[src/rtl/tslc_pkg.sv]
package tslc_pkg;
  // Marker bytes substituted in debug fill mode, one per inserted field class
  localparam logic [7:0] FILL_TS   = 8'hAA;
  localparam logic [7:0] FILL_CORR = 8'hBB;
  localparam logic [7:0] FILL_EXT  = 8'hCC;

  typedef enum logic {STEP_TWO = 1'b0, STEP_ONE = 1'b1} step_e;
endpackage

[src/rtl/tslc_lat_decode.sv]
module tslc_lat_decode #(
  parameter int LAT_NS_W = 15,
  parameter int FRAC_W   = 16,
  parameter int TS_W     = 64
) (
  input  logic [LAT_NS_W+FRAC_W:0] lat_word,
  output logic                     neg,
  output logic [TS_W-1:0]          mag
);
  localparam int MAG_W = LAT_NS_W + FRAC_W;

  always_comb begin
    neg = lat_word[MAG_W];
    mag = '0;
    mag[MAG_W-1:0] = lat_word[MAG_W-1:0];
  end
endmodule

[src/rtl/tslc_ts_adder.sv]
module tslc_ts_adder #(
  parameter int NS_W   = 48,
  parameter int FRAC_W = 16,
  localparam int TS_W  = NS_W + FRAC_W
) (
  input  logic [TS_W-1:0] ts,
  input  logic [TS_W-1:0] mag,
  input  logic            neg,
  output logic [TS_W-1:0] res
);
  logic [FRAC_W:0] frac_add, frac_sub;
  logic [NS_W-1:0] ns_add, ns_sub;

  // Fraction stage first; its top bit is the carry (add) or borrow (sub)
  always_comb begin
    frac_add = {1'b0, ts[FRAC_W-1:0]} + {1'b0, mag[FRAC_W-1:0]};
    frac_sub = {1'b0, ts[FRAC_W-1:0]} - {1'b0, mag[FRAC_W-1:0]};
    ns_add   = ts[TS_W-1:FRAC_W] + mag[TS_W-1:FRAC_W]
             + {{(NS_W-1){1'b0}}, frac_add[FRAC_W]};
    ns_sub   = ts[TS_W-1:FRAC_W] - mag[TS_W-1:FRAC_W]
             - {{(NS_W-1){1'b0}}, frac_sub[FRAC_W]};
    res      = neg ? {ns_sub, frac_sub[FRAC_W-1:0]}
                   : {ns_add, frac_add[FRAC_W-1:0]};
  end
endmodule

[src/rtl/tslc_byte_fill.sv]
module tslc_byte_fill #(
  parameter int         NBYTES = 8,
  parameter logic [7:0] FILL   = 8'h00
) (
  input  logic              en,
  input  logic [NBYTES*8-1:0] din,
  output logic [NBYTES*8-1:0] dout
);
  for (genvar b = 0; b < NBYTES; b++) begin : g_byte
    assign dout[b*8 +: 8] = en ? FILL : din[b*8 +: 8];
  end
endmodule

[src/rtl/ts_latency_comp.sv]
module ts_latency_comp #(
  parameter int NS_W       = 48,
  parameter int FRAC_W     = 16,
  parameter int LAT_NS_W   = 15,
  parameter int CORR_BYTES = 8,
  parameter int EXT_BYTES  = 4,
  localparam int TS_W      = NS_W + FRAC_W,
  localparam int LAT_W     = LAT_NS_W + FRAC_W + 1,
  localparam int CORR_W    = CORR_BYTES * 8,
  localparam int EXT_W     = EXT_BYTES * 8
) (
  input  logic              clk,
  input  logic              rst,
  input  logic              ts_valid_i,
  input  logic [TS_W-1:0]   ts_i,
  input  logic              one_step_i,
  input  logic [CORR_W-1:0] corr_i,
  input  logic [EXT_W-1:0]  ext_i,
  input  logic [LAT_W-1:0]  lat_word_i,
  input  logic              dbg_fill_i,
  output logic              ts_valid_o,
  output logic [TS_W-1:0]   ts_o,
  output logic [CORR_W-1:0] corr_o,
  output logic [EXT_W-1:0]  ext_o
);
  import tslc_pkg::*;

  localparam int TS_BYTES = TS_W / 8;

  logic              lat_neg;
  logic [TS_W-1:0]   lat_mag;
  logic [TS_W-1:0]   ts_adj;
  logic              fill_en;
  logic [TS_W-1:0]   ts_nxt;
  logic [CORR_W-1:0] corr_nxt;
  logic [EXT_W-1:0]  ext_nxt;

  assign fill_en = dbg_fill_i && (step_e'(one_step_i) == STEP_ONE);

  tslc_lat_decode #(.LAT_NS_W(LAT_NS_W), .FRAC_W(FRAC_W), .TS_W(TS_W)) u_dec (
    .lat_word (lat_word_i),
    .neg      (lat_neg),
    .mag      (lat_mag)
  );

  tslc_ts_adder #(.NS_W(NS_W), .FRAC_W(FRAC_W)) u_add (
    .ts  (ts_i),
    .mag (lat_mag),
    .neg (lat_neg),
    .res (ts_adj)
  );

  tslc_byte_fill #(.NBYTES(TS_BYTES), .FILL(FILL_TS)) u_fill_ts (
    .en (fill_en), .din (ts_adj), .dout (ts_nxt)
  );

  tslc_byte_fill #(.NBYTES(CORR_BYTES), .FILL(FILL_CORR)) u_fill_corr (
    .en (fill_en), .din (corr_i), .dout (corr_nxt)
  );

  tslc_byte_fill #(.NBYTES(EXT_BYTES), .FILL(FILL_EXT)) u_fill_ext (
    .en (fill_en), .din (ext_i), .dout (ext_nxt)
  );

  always_ff @(posedge clk) begin
    if (rst) begin
      ts_valid_o <= 1'b0;
      ts_o       <= '0;
      corr_o     <= '0;
      ext_o      <= '0;
    end else begin
      ts_valid_o <= ts_valid_i;
      if (ts_valid_i) begin
        ts_o   <= ts_nxt;
        corr_o <= corr_nxt;
        ext_o  <= ext_nxt;
      end
    end
  end
endmodule

[config.mk]
export PLATFORM = sky130hd
export DESIGN_NAME = ts_latency_comp
export DESIGN_NICKNAME = d
export VERILOG_FILES = /design/src/rtl/tslc_pkg.sv /design/src/rtl/tslc_lat_decode.sv /design/src/rtl/tslc_ts_adder.sv /design/src/rtl/tslc_byte_fill.sv /design/src/rtl/ts_latency_comp.sv
export SDC_FILE = /design/constraint.sdc
export NUM_CORES = 1
export LEC_CHECK = 0
export BUFFER_PORTS_ARGS = -buffer_cell sky130_fd_sc_hd__buf_4
export CORE_AREA = 2 2 161 163
export CTS_CLUSTER_SIZE = 25
export DETAILED_ROUTE_END_ITERATION = 6
export DIE_AREA = 0 0 163 165
export GPL_ROUTABILITY_DRIVEN = 0
export MAX_ROUTING_LAYER = met4
export PLACE_DENSITY = 0.65
export SYNTH_ARGS = -nofsm -noshare
export SYNTH_HDL_FRONTEND = slang
export SYNTH_SLANG_ARGS = --single-unit
[constraint.sdc]
create_clock -name clk -period 8.45 [get_ports clk]
set_input_delay 1.69 -clock clk [delete_from_list [all_inputs] [get_ports clk]]
set_output_delay 1.69 -clock clk [all_outputs]
set_load 0.02 [all_outputs]
==> impl_metrics.env, run 1 <==
export IMPL_first_pass_iters=5
export IMPL_areaGrowthSynthToFinish_pct=34.0
export IMPL_async_flop_share_pct=0
export IMPL_drv_cap=0
export IMPL_dieArea_mm2=0.0269
export IMPL_netlist_instances=1219
export IMPL_finalSetupTns_ns=0
export IMPL_setup_viol=0
export IMPL_crit_chain="buf_4 > inv_1 > ha_1 > fa_1 > nand2b_1 > a21oi_1 > o41ai_1 > o21a_1 > o21ai_0 > a21o_1 > a21oi_1 > fa_1 > inv_1 > ha_1 > or2_2 > fa_1 > nand2b_1 > a31o_2 > a41o_1 > a21oi_1 > a21oi_1 > o32ai_4 > xnor2_1 > o21ai_0"
export IMPL_ios=358
export IMPL_syn_nets=1497
export IMPL_max_freq_mhz=149
export IMPL_r2r_start="ts_o[19]"
export IMPL_antenna_found_initial=0
export IMPL_avgViaCountPerCell=5.62
export IMPL_num_vias=10500
export IMPL_power_density_mw_per_mm2=172
export IMPL_grt_pass1_wl_um=55100
export IMPL_worstHoldStart="ts_o[24]"
export IMPL_switching_share_pct=34.8
export IMPL_power_switching_uw=813
export IMPL_hold_depth=2
export IMPL_n_fill_cell=2403
export IMPL_crit_buf_inv=3
export IMPL_ant_nets=0
export IMPL_final_hold_viol_count=0
export IMPL_synth_distinct_cells=74
export IMPL_path_max_fanout=7
export IMPL_ff2ff_path_depth=2
export IMPL_synth_top_area_cell="dfxtp_1"
export IMPL_coreArea_mm2=0.0250
export IMPL_drive_gt1_share_pct=31.7
export IMPL_fin_crit_ns=6.73
export IMPL_yosys_register_bits=161
export IMPL_synth_edf_count=0
export IMPL_clock_sinks=161
export IMPL_cts_hold_buf=0
export IMPL_post_drt_wl_per_cell_um=19.2
export IMPL_finClkSkew_ns=0
export IMPL_ys_flop_type="dfxtp_1"
export IMPL_grt_use_total_pct=26.7
export IMPL_die_w_um=163
export IMPL_cts_buffers=17
export IMPL_grt_setup_unrepaired="no"
export IMPL_power_leakage_nw=6.16
export IMPL_critPathTopFamily="compound AO/OA/AOI/OAI gates"
export IMPL_cts_tree="yes"
export IMPL_worstSkewPairLatency_ns=0.43
export IMPL_htreeDepth=4
export IMPL_clk_pin_slew_ns=0.08
export IMPL_cts_setup_buffers=0
export IMPL_path_common_cell="a21oi_1"
export IMPL_critPathLaunchType="input pin"
export IMPL_diodes=0
export IMPL_slowest_delay_ns=0.51
export IMPL_p_int_mw=1.52
export IMPL_synth_area_mm2=0.0101
export IMPL_worstPathRequired_ns=8.74
export IMPL_worst_path_max_delay_cell="fa_1"
export IMPL_multiInputGateArea_mm2=0.00631
export IMPL_ys_seq_area_share_pct=31.8
export IMPL_yosys_warnings=0
export IMPL_port_buffers=357
export IMPL_floorplan_initialDensity_pct=40.5
export IMPL_netlist_top_cells_area="dfxtp_1 (32%), ha_1 (9.2%), o221a_2 (7.4%), nor2_1 (5.0%), xnor2_1 (4.0%)"
export IMPL_critPathKind="in -> reg"
export IMPL_worst_r2r_endpoint="ts_o[19]"
export IMPL_slew_violations=0
export IMPL_hold_end="ts_o[24]"
export IMPL_grt_start_max_net_pins=89
export IMPL_gr_total_overflow=0
export IMPL_clockBufferDepth=2
export IMPL_ir_worst_vdd_mv=0.134
export IMPL_tightest_slew_ns=1.15
export IMPL_power_frac_seq_pct=36.3
export IMPL_root_buffer="clkbuf_16"
export IMPL_pwr_share_comb_pct=30.1
export IMPL_place_inst=1837
export IMPL_seqCellArea_mm2=0.00322
export IMPL_drc=0
export IMPL_reg2reg_slack_ns=7.69
export IMPL_post_cts_resized=0
export IMPL_pwr_share_clk_pct=33.5
export IMPL_rows=58
export IMPL_dp_hpwl_um=26800
export IMPL_grt_pass1_vias=10000
export IMPL_synth_area_per_cell_um2=8.33
export IMPL_final_nets=1804
export IMPL_worst_hold_slack_ns=0.459
export IMPL_arrival_ns=7.02
export IMPL_relSlewSlack_pct=23.1
export IMPL_drt_iter0_drc=838
export IMPL_netlist_area_leader_share_pct=31.8
export IMPL_hold_path_class="reg -> reg"
export IMPL_finalNonFillerCells=1869
export IMPL_status="finished clean"
export IMPL_drt_total_wl_um=35900
export IMPL_fin_crit_sh_pct=79.6
export IMPL_worstSetupEndpointType="flip-flop"
export IMPL_die_h_um=165
[registers in the layout, summed over array words and instances (netlist names)]
| signal | count |
|---|---|
| ts_o | 64 |
| ts_valid_o | 1 |
| ext_o | 32 |
| corr_o | 64 |
[cell usage in the layout (no fill, tap or decap), drive strengths merged, types with 5 or more instances in the layout]
cell type	Yosys	layout
nand3	22	22
a31oi	9	9
a211oi	31	31
dfxtp	161	161
a21oi	66	66
and3	19	19
clkbuf	63	17
o22ai	7	7
or2	6	6
nand2	73	73
nor4b	5	5
o211ai	15	15
xor2	14	14
nand2b	15	15
o221a	67	67
nand4	11	11
and2	7	7
nor3	30	30
ha	75	75
o21ai	57	57
o21a	7	7
a32oi	6	6
nor2b	8	8
xnor2	46	46
clkinv	2	5
or3	5	5
fa	6	6
mux2i	5	5
a21o	17	17
inv	89	99
a22oi	42	42
buf	12	363
nor2	136	136
nor4	18	18
o21bai	6	6
[how the worst max path moves through the flow]
stage / cells after the start / to / slack (ns) / startpoint
final: 24 / ts_o[38] / 1.72 / ts_i[0]
after global routing: 24 / ts_o[38] / 1.36 / ts_i[0]
after CTS: 24 / ts_o[38] / 1.76 / ts_i[0]
after detailed placement: 24 / ts_o[38] / 1.32 / ts_i[0]
after global placement: 24 / ts_o[38] / 1.43 / ts_i[0]
after floorplan: 23 / ts_o[38] / 2.10 / ts_i[0]
[per-stage QoR]
step / setup WS [ns] / utilization [%] / cell area [um^2] / power (mW)
floorplan: 2.10 / - / 10100 / 1.29
global placement: 1.43 / 52.0 / 13000 / 1.56
detailed placement: 1.32 / 52.0 / 13000 / 1.57
CTS: 1.76 / 54.3 / 13600 / 2.35
global route: 1.36 / 54.3 / 13600 / 2.45
finish: 1.72 / 54.3 / 13600 / 2.34
[area by class of cell]
class                      count  share of cell area [%]
clock buffer                  17                    3.13
clock inverter                15                    1.16
inverter                      91                    2.51
multi-input combinational    892                    46.4
sequential                   161                    23.7
tap                          330                    3.04
timing repair buffer         363                    20.0
[metal layers]
metal | GRT usage [%] | vias to the layer above | wire, um | part of all wire (%)
li1 | - | 5081 | - | -
met3 | 4.65 | 68 | 2510 | 7.0
met1 | 31.8 | 4925 | 14800 | 41
met5 | - | - | 0 | 0
met4 | 10.3 | 0 | 1200 | 3.3
met2 | 45.3 | 438 | 17400 | 48
[logic make-up after synthesis]
kind of cell	Yosys count	share of synthesized area [%]
AOI/OAI and AO/OA	376	28.4
xor gates and xnor gates	60	5.18
adders and majority gates	81	10.4
buffers and inverters	166	6.19
DFF	161	31.8
muxes	6	0.604
and+or+nand+nor	369	17.5
[synth_stat cells, types with 7 or more instances]
| cell type | count |
|---|---|
| nor2b_1 | 8 |
| dfxtp_1 | 161 |
| o211ai_1 | 15 |
| nand3_1 | 22 |
| nor3_1 | 30 |
| a211oi_1 | 27 |
| nand4_1 | 11 |
| nand2b_1 | 15 |
| o221a_2 | 67 |
| a21oi_1 | 65 |
| ha_1 | 75 |
| a31oi_1 | 9 |
| nor4_1 | 17 |
| clkbuf_1 | 63 |
| nor2_1 | 136 |
| and3_1 | 19 |
| o21ai_0 | 56 |
| buf_1 | 8 |
| and2_1 | 7 |
| o21a_1 | 7 |
| nand2_1 | 73 |
| a21o_1 | 17 |
| xor2_1 | 14 |
| a22oi_1 | 41 |
| inv_1 | 89 |
| xnor2_1 | 46 |
[worst reg2reg max path, delay by kind of cell, from the launching register on]
kind | cells | cell delay (ns)
simple gates | 1 | 0.05
flops | 1 | 0.34
compound gates | 1 | 0.27
[power groups by stage]
stage | Clock [mW] | Sequential [mW] | Combinational (mW)
detailed placement | 0 | 0.866 | 0.701
finish | 0.783 | 0.849 | 0.704
CTS | 0.799 | 0.849 | 0.705
global placement | 0 | 0.864 | 0.697
floorplan | 0 | 0.933 | 0.356
global route | 0.827 | 0.855 | 0.768
Power figures use the tool's default switching activity.
==> run 2: changes to the inputs <==
Clock period 8.45 ns to 6.6 ns, I/O delays scaled along.
==> impl_metrics.env, run 2 (same netlist as run 1, synthesis figures left out) <==
export IMPL_status="finished clean"
export IMPL_final_nets=1807
export IMPL_worstSkewPairLatency_ns=0.44
export IMPL_worst_r2r_endpoint="ts_o[11]"
export IMPL_avgViaCountPerCell=5.61
export IMPL_die_h_um=165
export IMPL_cts_tree="yes"
export IMPL_drc=0
export IMPL_grt_pass1_vias=9791
export IMPL_dp_hpwl_um=27000
export IMPL_fin_crit_sh_pct=93.7
export IMPL_path_max_fanout=5
export IMPL_cts_setup_buffers=0
export IMPL_ios=358
export IMPL_reg2reg_slack_ns=5.84
export IMPL_areaGrowthSynthToFinish_pct=34.3
export IMPL_fin_crit_ns=6.18
export IMPL_finClkSkew_ns=0
export IMPL_multiInputGateArea_mm2=0.00631
export IMPL_rows=58
export IMPL_root_buffer="clkbuf_16"
export IMPL_cp_startpoint="ts_i[0]"
export IMPL_final_common_cell="buf_4"
export IMPL_clockBufferDepth=2
export IMPL_post_cts_resized=0
export IMPL_n_fill_cell=2379
export IMPL_seqCellArea_mm2=0.00322
export IMPL_drv_cap=0
export IMPL_power_leakage_nw=6.17
export IMPL_drt_iter0_drc=812
export IMPL_r2r_start="ts_o[11]"
export IMPL_top_usage_layer="met2"
export IMPL_ir_worst_vdd_mv=0.160
export IMPL_ff2ff_path_depth=2
export IMPL_drive_gt1_share_pct=31.8
export IMPL_ant_nets=0
export IMPL_grt_start_max_net_pins=76
export IMPL_gr_usage_met2_pct=44.9
export IMPL_worstPathRequired_ns=6.92
export IMPL_cts_buffers=17
export IMPL_setup_viol=0
export IMPL_drt_total_wl_um=36100
export IMPL_grt_pass1_wl_um=54100
export IMPL_num_vias=10500
export IMPL_final_util_pct=54.5
export IMPL_first_pass_iters=5
export IMPL_critPathKind="in -> reg"
export IMPL_max_freq_mhz=162
export IMPL_arrival_ns=6.51
export IMPL_gr_total_overflow=0
export IMPL_worstSetupEndpoint="ts_o[58]"
export IMPL_clock_sinks=161
export IMPL_diodes=0
export IMPL_antenna_found_initial=0
export IMPL_worstSetupEndpointType="flip-flop"
export IMPL_top_regs="corr_o (64), ts_o (64), ext_o (32)"
export IMPL_post_drt_wl_per_cell_um=19.3
export IMPL_dieArea_mm2=0.0269
export IMPL_clk_pin_slew_ns=0.09
export IMPL_floorplan_initialDensity_pct=40.5
export IMPL_final_hold_viol_count=0
export IMPL_grtUsageMet1_pct=31.8
export IMPL_power_density_mw_per_mm2=220
export IMPL_use_met3_pct=4.55
export IMPL_grt_setup_unrepaired="no"
export IMPL_critPathLaunchType="input pin"
export IMPL_grt_use_total_pct=26.4
export IMPL_coreArea_mm2=0.0250
export IMPL_htreeDepth=4
export IMPL_port_buffers=357
export IMPL_relSlewSlack_pct=26.9
export IMPL_tightest_slew_ns=1.10
export IMPL_hold_path_class="reg -> reg"
export IMPL_cts_hold_buf=0
export IMPL_final_cell_mix="buf_4 (366), dfxtp_1 (161), nor2_1 (135)"
export IMPL_slew_violations=0
export IMPL_finalSetupTns_ns=0
export IMPL_die_w_um=163
-- run 2: worst max-delay path, stage by stage --
cell      delay [ns]
buf_4           0.09
inv_1           0.04
ha_1            0.22
fa_1            0.38
nand2b_1        0.18
a21oi_1         0.27
o41ai_1         0.13
o21a_1          0.20
o21ai_0         0.21
a21o_1          0.15
a21oi_1         0.07
fa_1            0.51
inv_1           0.05
ha_1            0.18
or2_2           0.28
fa_1            0.39
nand2b_1        0.17
a31o_2          0.26
a41o_1          0.29
a21oi_1         0.22
a21oi_1         0.22
o22ai_2         0.36
mux2i_1         0.24
nand3_1         0.08
-- run 2: metal layers --
layer / vias to the layer above / part of all wire, %
met3: 54 / 7.1
met2: 453 / 49
met1: 4904 / 42
li1: 5095 / -
met5: - / 0
met4: 0 / 2.4
-- run 2: area by class of cell --
class,count,area share (%)
repair buffers,366,20.2
flip-flops and latches,161,23.6
inverters,91,2.51
multi-input cells,892,46.3
clock inverters,15,1.23
clock buffers,17,3.12
well taps,330,3.03
-- run 2: worst min path at each step --
stage	slack, ns	endpoint	cells after the start	startpoint
after global placement	0.44	ts_o[34]	2	ts_o[34]
after detailed placement	0.44	ts_o[52]	2	ts_o[52]
after floorplan	0.54	ts_o[38]	2	ts_o[38]
after CTS	0.46	ts_o[52]	2	ts_o[52]
after global routing	0.49	ts_o[8]	2	ts_o[8]
final	0.46	ts_o[52]	2	ts_o[52]
-- run 2: per-stage QoR --
step / setup WS [ns] / cells / area (um^2) / power [mW] / hold WS (ns)
2_1_floorplan: 0.624 / 1219 / 10100 / 1.65 / 0.536
3_3_place_gp: 0.113 / 1840 / 13000 / 2.00 / 0.444
3_5_place_dp: 0.0141 / 1840 / 13000 / 2.01 / 0.444
4_1_cts: 0.467 / 1872 / 13600 / 3.01 / 0.463
5_1_grt: 0.107 / 1872 / 13600 / 3.14 / 0.485
6_report: 0.417 / 1872 / 13600 / 3.00 / 0.462
-- run 2: power by group --
part           total, mW  internal (mW)  leakage [nW]  switching [mW]
registers           1.09           1.05          1.33          0.0413
logic              0.906          0.399          4.55           0.507
clock network       1.00          0.508         0.283           0.496
==> run 3: changes to the inputs <==
Settings changed: CORE_AREA 2 2 161 163 to 2 2 169 155, DIE_AREA 0 0 163 165 to 0 0 171 157.
==> impl_metrics.env, run 3 (same netlist as run 1, synthesis figures left out) <==
export IMPL_rows=55
export IMPL_dieArea_mm2=0.0268
export IMPL_final_common_cell="buf_4"
export IMPL_grt_start_max_net_pins=76
export IMPL_drt_iter0_drc=899
export IMPL_final_hold_viol_count=0
export IMPL_port_buffers=357
export IMPL_die_w_um=171
export IMPL_top_regs="corr_o (64), ts_o (64), ext_o (32)"
export IMPL_slew_violations=0
export IMPL_hold_depth=2
export IMPL_worstSkewPairLatency_ns=0.43
export IMPL_path_max_fanout=5
export IMPL_finalSetupTns_ns=0
export IMPL_post_drt_wl_per_cell_um=19.2
export IMPL_drive_gt1_share_pct=32.1
export IMPL_num_vias=10600
export IMPL_tightest_slew_ns=1.00
export IMPL_coreArea_mm2=0.0249
export IMPL_grt_pass1_wl_um=54900
export IMPL_place_inst=1859
export IMPL_p_total_mw=3.02
export IMPL_max_freq_mhz=162
export IMPL_power_density_mw_per_mm2=221
export IMPL_dp_hpwl_um=27500
export IMPL_die_h_um=157
export IMPL_cts_buffers=17
export IMPL_setup_viol=0
export IMPL_root_buffer="clkbuf_16"
export IMPL_clk_pin_slew_ns=0.07
export IMPL_drv_cap=0
export IMPL_final_cell_mix="buf_4 (373), dfxtp_1 (161), nor2_1 (136)"
export IMPL_worstSetupEndpointType="flip-flop"
export IMPL_critPathKind="in -> reg"
export IMPL_clockBufferDepth=2
export IMPL_cts_tree="yes"
export IMPL_drc=0
export IMPL_ios=358
export IMPL_relSlewSlack_pct=33.1
export IMPL_slowest_delay_ns=0.51
export IMPL_final_nets=1814
export IMPL_gr_total_overflow=0
export IMPL_hold_path_class="reg -> reg"
export IMPL_ir_worst_vdd_mv=0.136
export IMPL_finalNonFillerCells=1892
export IMPL_cts_setup_buffers=0
export IMPL_finClkSkew_ns=0
export IMPL_fin_crit_ns=6.19
export IMPL_htreeDepth=4
export IMPL_fin_crit_sh_pct=93.7
export IMPL_clock_sinks=161
export IMPL_areaGrowthSynthToFinish_pct=35.1
export IMPL_status="finished clean"
export IMPL_critPathLaunchType="input pin"
export IMPL_grt_pass1_vias=9883
export IMPL_worst_path_max_delay_cell="fa_1"
export IMPL_path_common_cell="a21oi_1"
export IMPL_power_leakage_nw=6.21
export IMPL_first_pass_iters=5
export IMPL_worstPathRequired_ns=6.91
export IMPL_grt_setup_unrepaired="no"
export IMPL_arrival_ns=6.49
export IMPL_avgViaCountPerCell=5.58
export IMPL_post_cts_resized=0
export IMPL_floorplan_initialDensity_pct=40.7
export IMPL_antenna_found_initial=1
export IMPL_cts_hold_buf=0
export IMPL_grt_use_total_pct=26.6
export IMPL_drt_total_wl_um=36400
export IMPL_ff2ff_path_depth=2
export IMPL_ant_nets=0
==> run 3: cell type report <==
cell class                 count  area (um^2)
fill                        2439        11200
multi-input combinational    892         6310
sequential                   161         3220
timing repair buffer         373         2800
clock buffer                  18          439
tap                          342          428
inverter                      91          342
clock inverter                14          161
antenna                        1         2.50
==> run 3: worst max-delay path: cells and delay by family <==
family                   cells  cell delay, ns
AO/OA/AOI/OAI               11            2.19
adder cells (fa/ha/maj)      5            1.69
buffers and inverters        4            0.35
multiplexers                 1            0.21
AND/OR/NAND/NOR              4            0.71
==> run 3: routing by layer <==
metal / wire [um] / part of all wire [%] / up-vias / global-route usage [%]
met5: 0 / 0 / - / -
met4: 1040 / 2.8 / 0 / 8.43
met3: 2340 / 6.4 / 59 / 3.62
met2: 17700 / 49 / 430 / 44.3
met1: 15400 / 42 / 4969 / 33.6
li1: - / - / 5108 / -
==> run 3: worst paths after layout <==
check	from	to	slack, ns
setup reg to reg	ts_o[15]	ts_o[15]	5.73
hold reg to reg	ts_o[30]	ts_o[30]	0.46
setup / recovery	ts_i[0]	ts_o[58]	0.41
hold / removal	ts_o[30]	ts_o[30]	0.46
==> run 3: report_power, final <==
| part | internal (mW) | switching (mW) |
|---|---|---|
| clock | 0.552 | 0.474 |
| combinational | 0.403 | 0.508 |
| sequential | 1.05 | 0.0411 |
==> run 3: through the flow <==
step	hold WS (ns)	area (um^2)	util (%)	setup slack, ns
2_1_floorplan	0.536	10100	-	0.624
3_3_place_gp	0.441	13100	52.6	0.177
3_5_place_dp	0.444	13100	52.6	0.0593
4_1_cts	0.461	13700	55.0	0.456
5_1_grt	0.477	13700	55.0	0.0944
6_report	0.459	13700	55.0	0.414
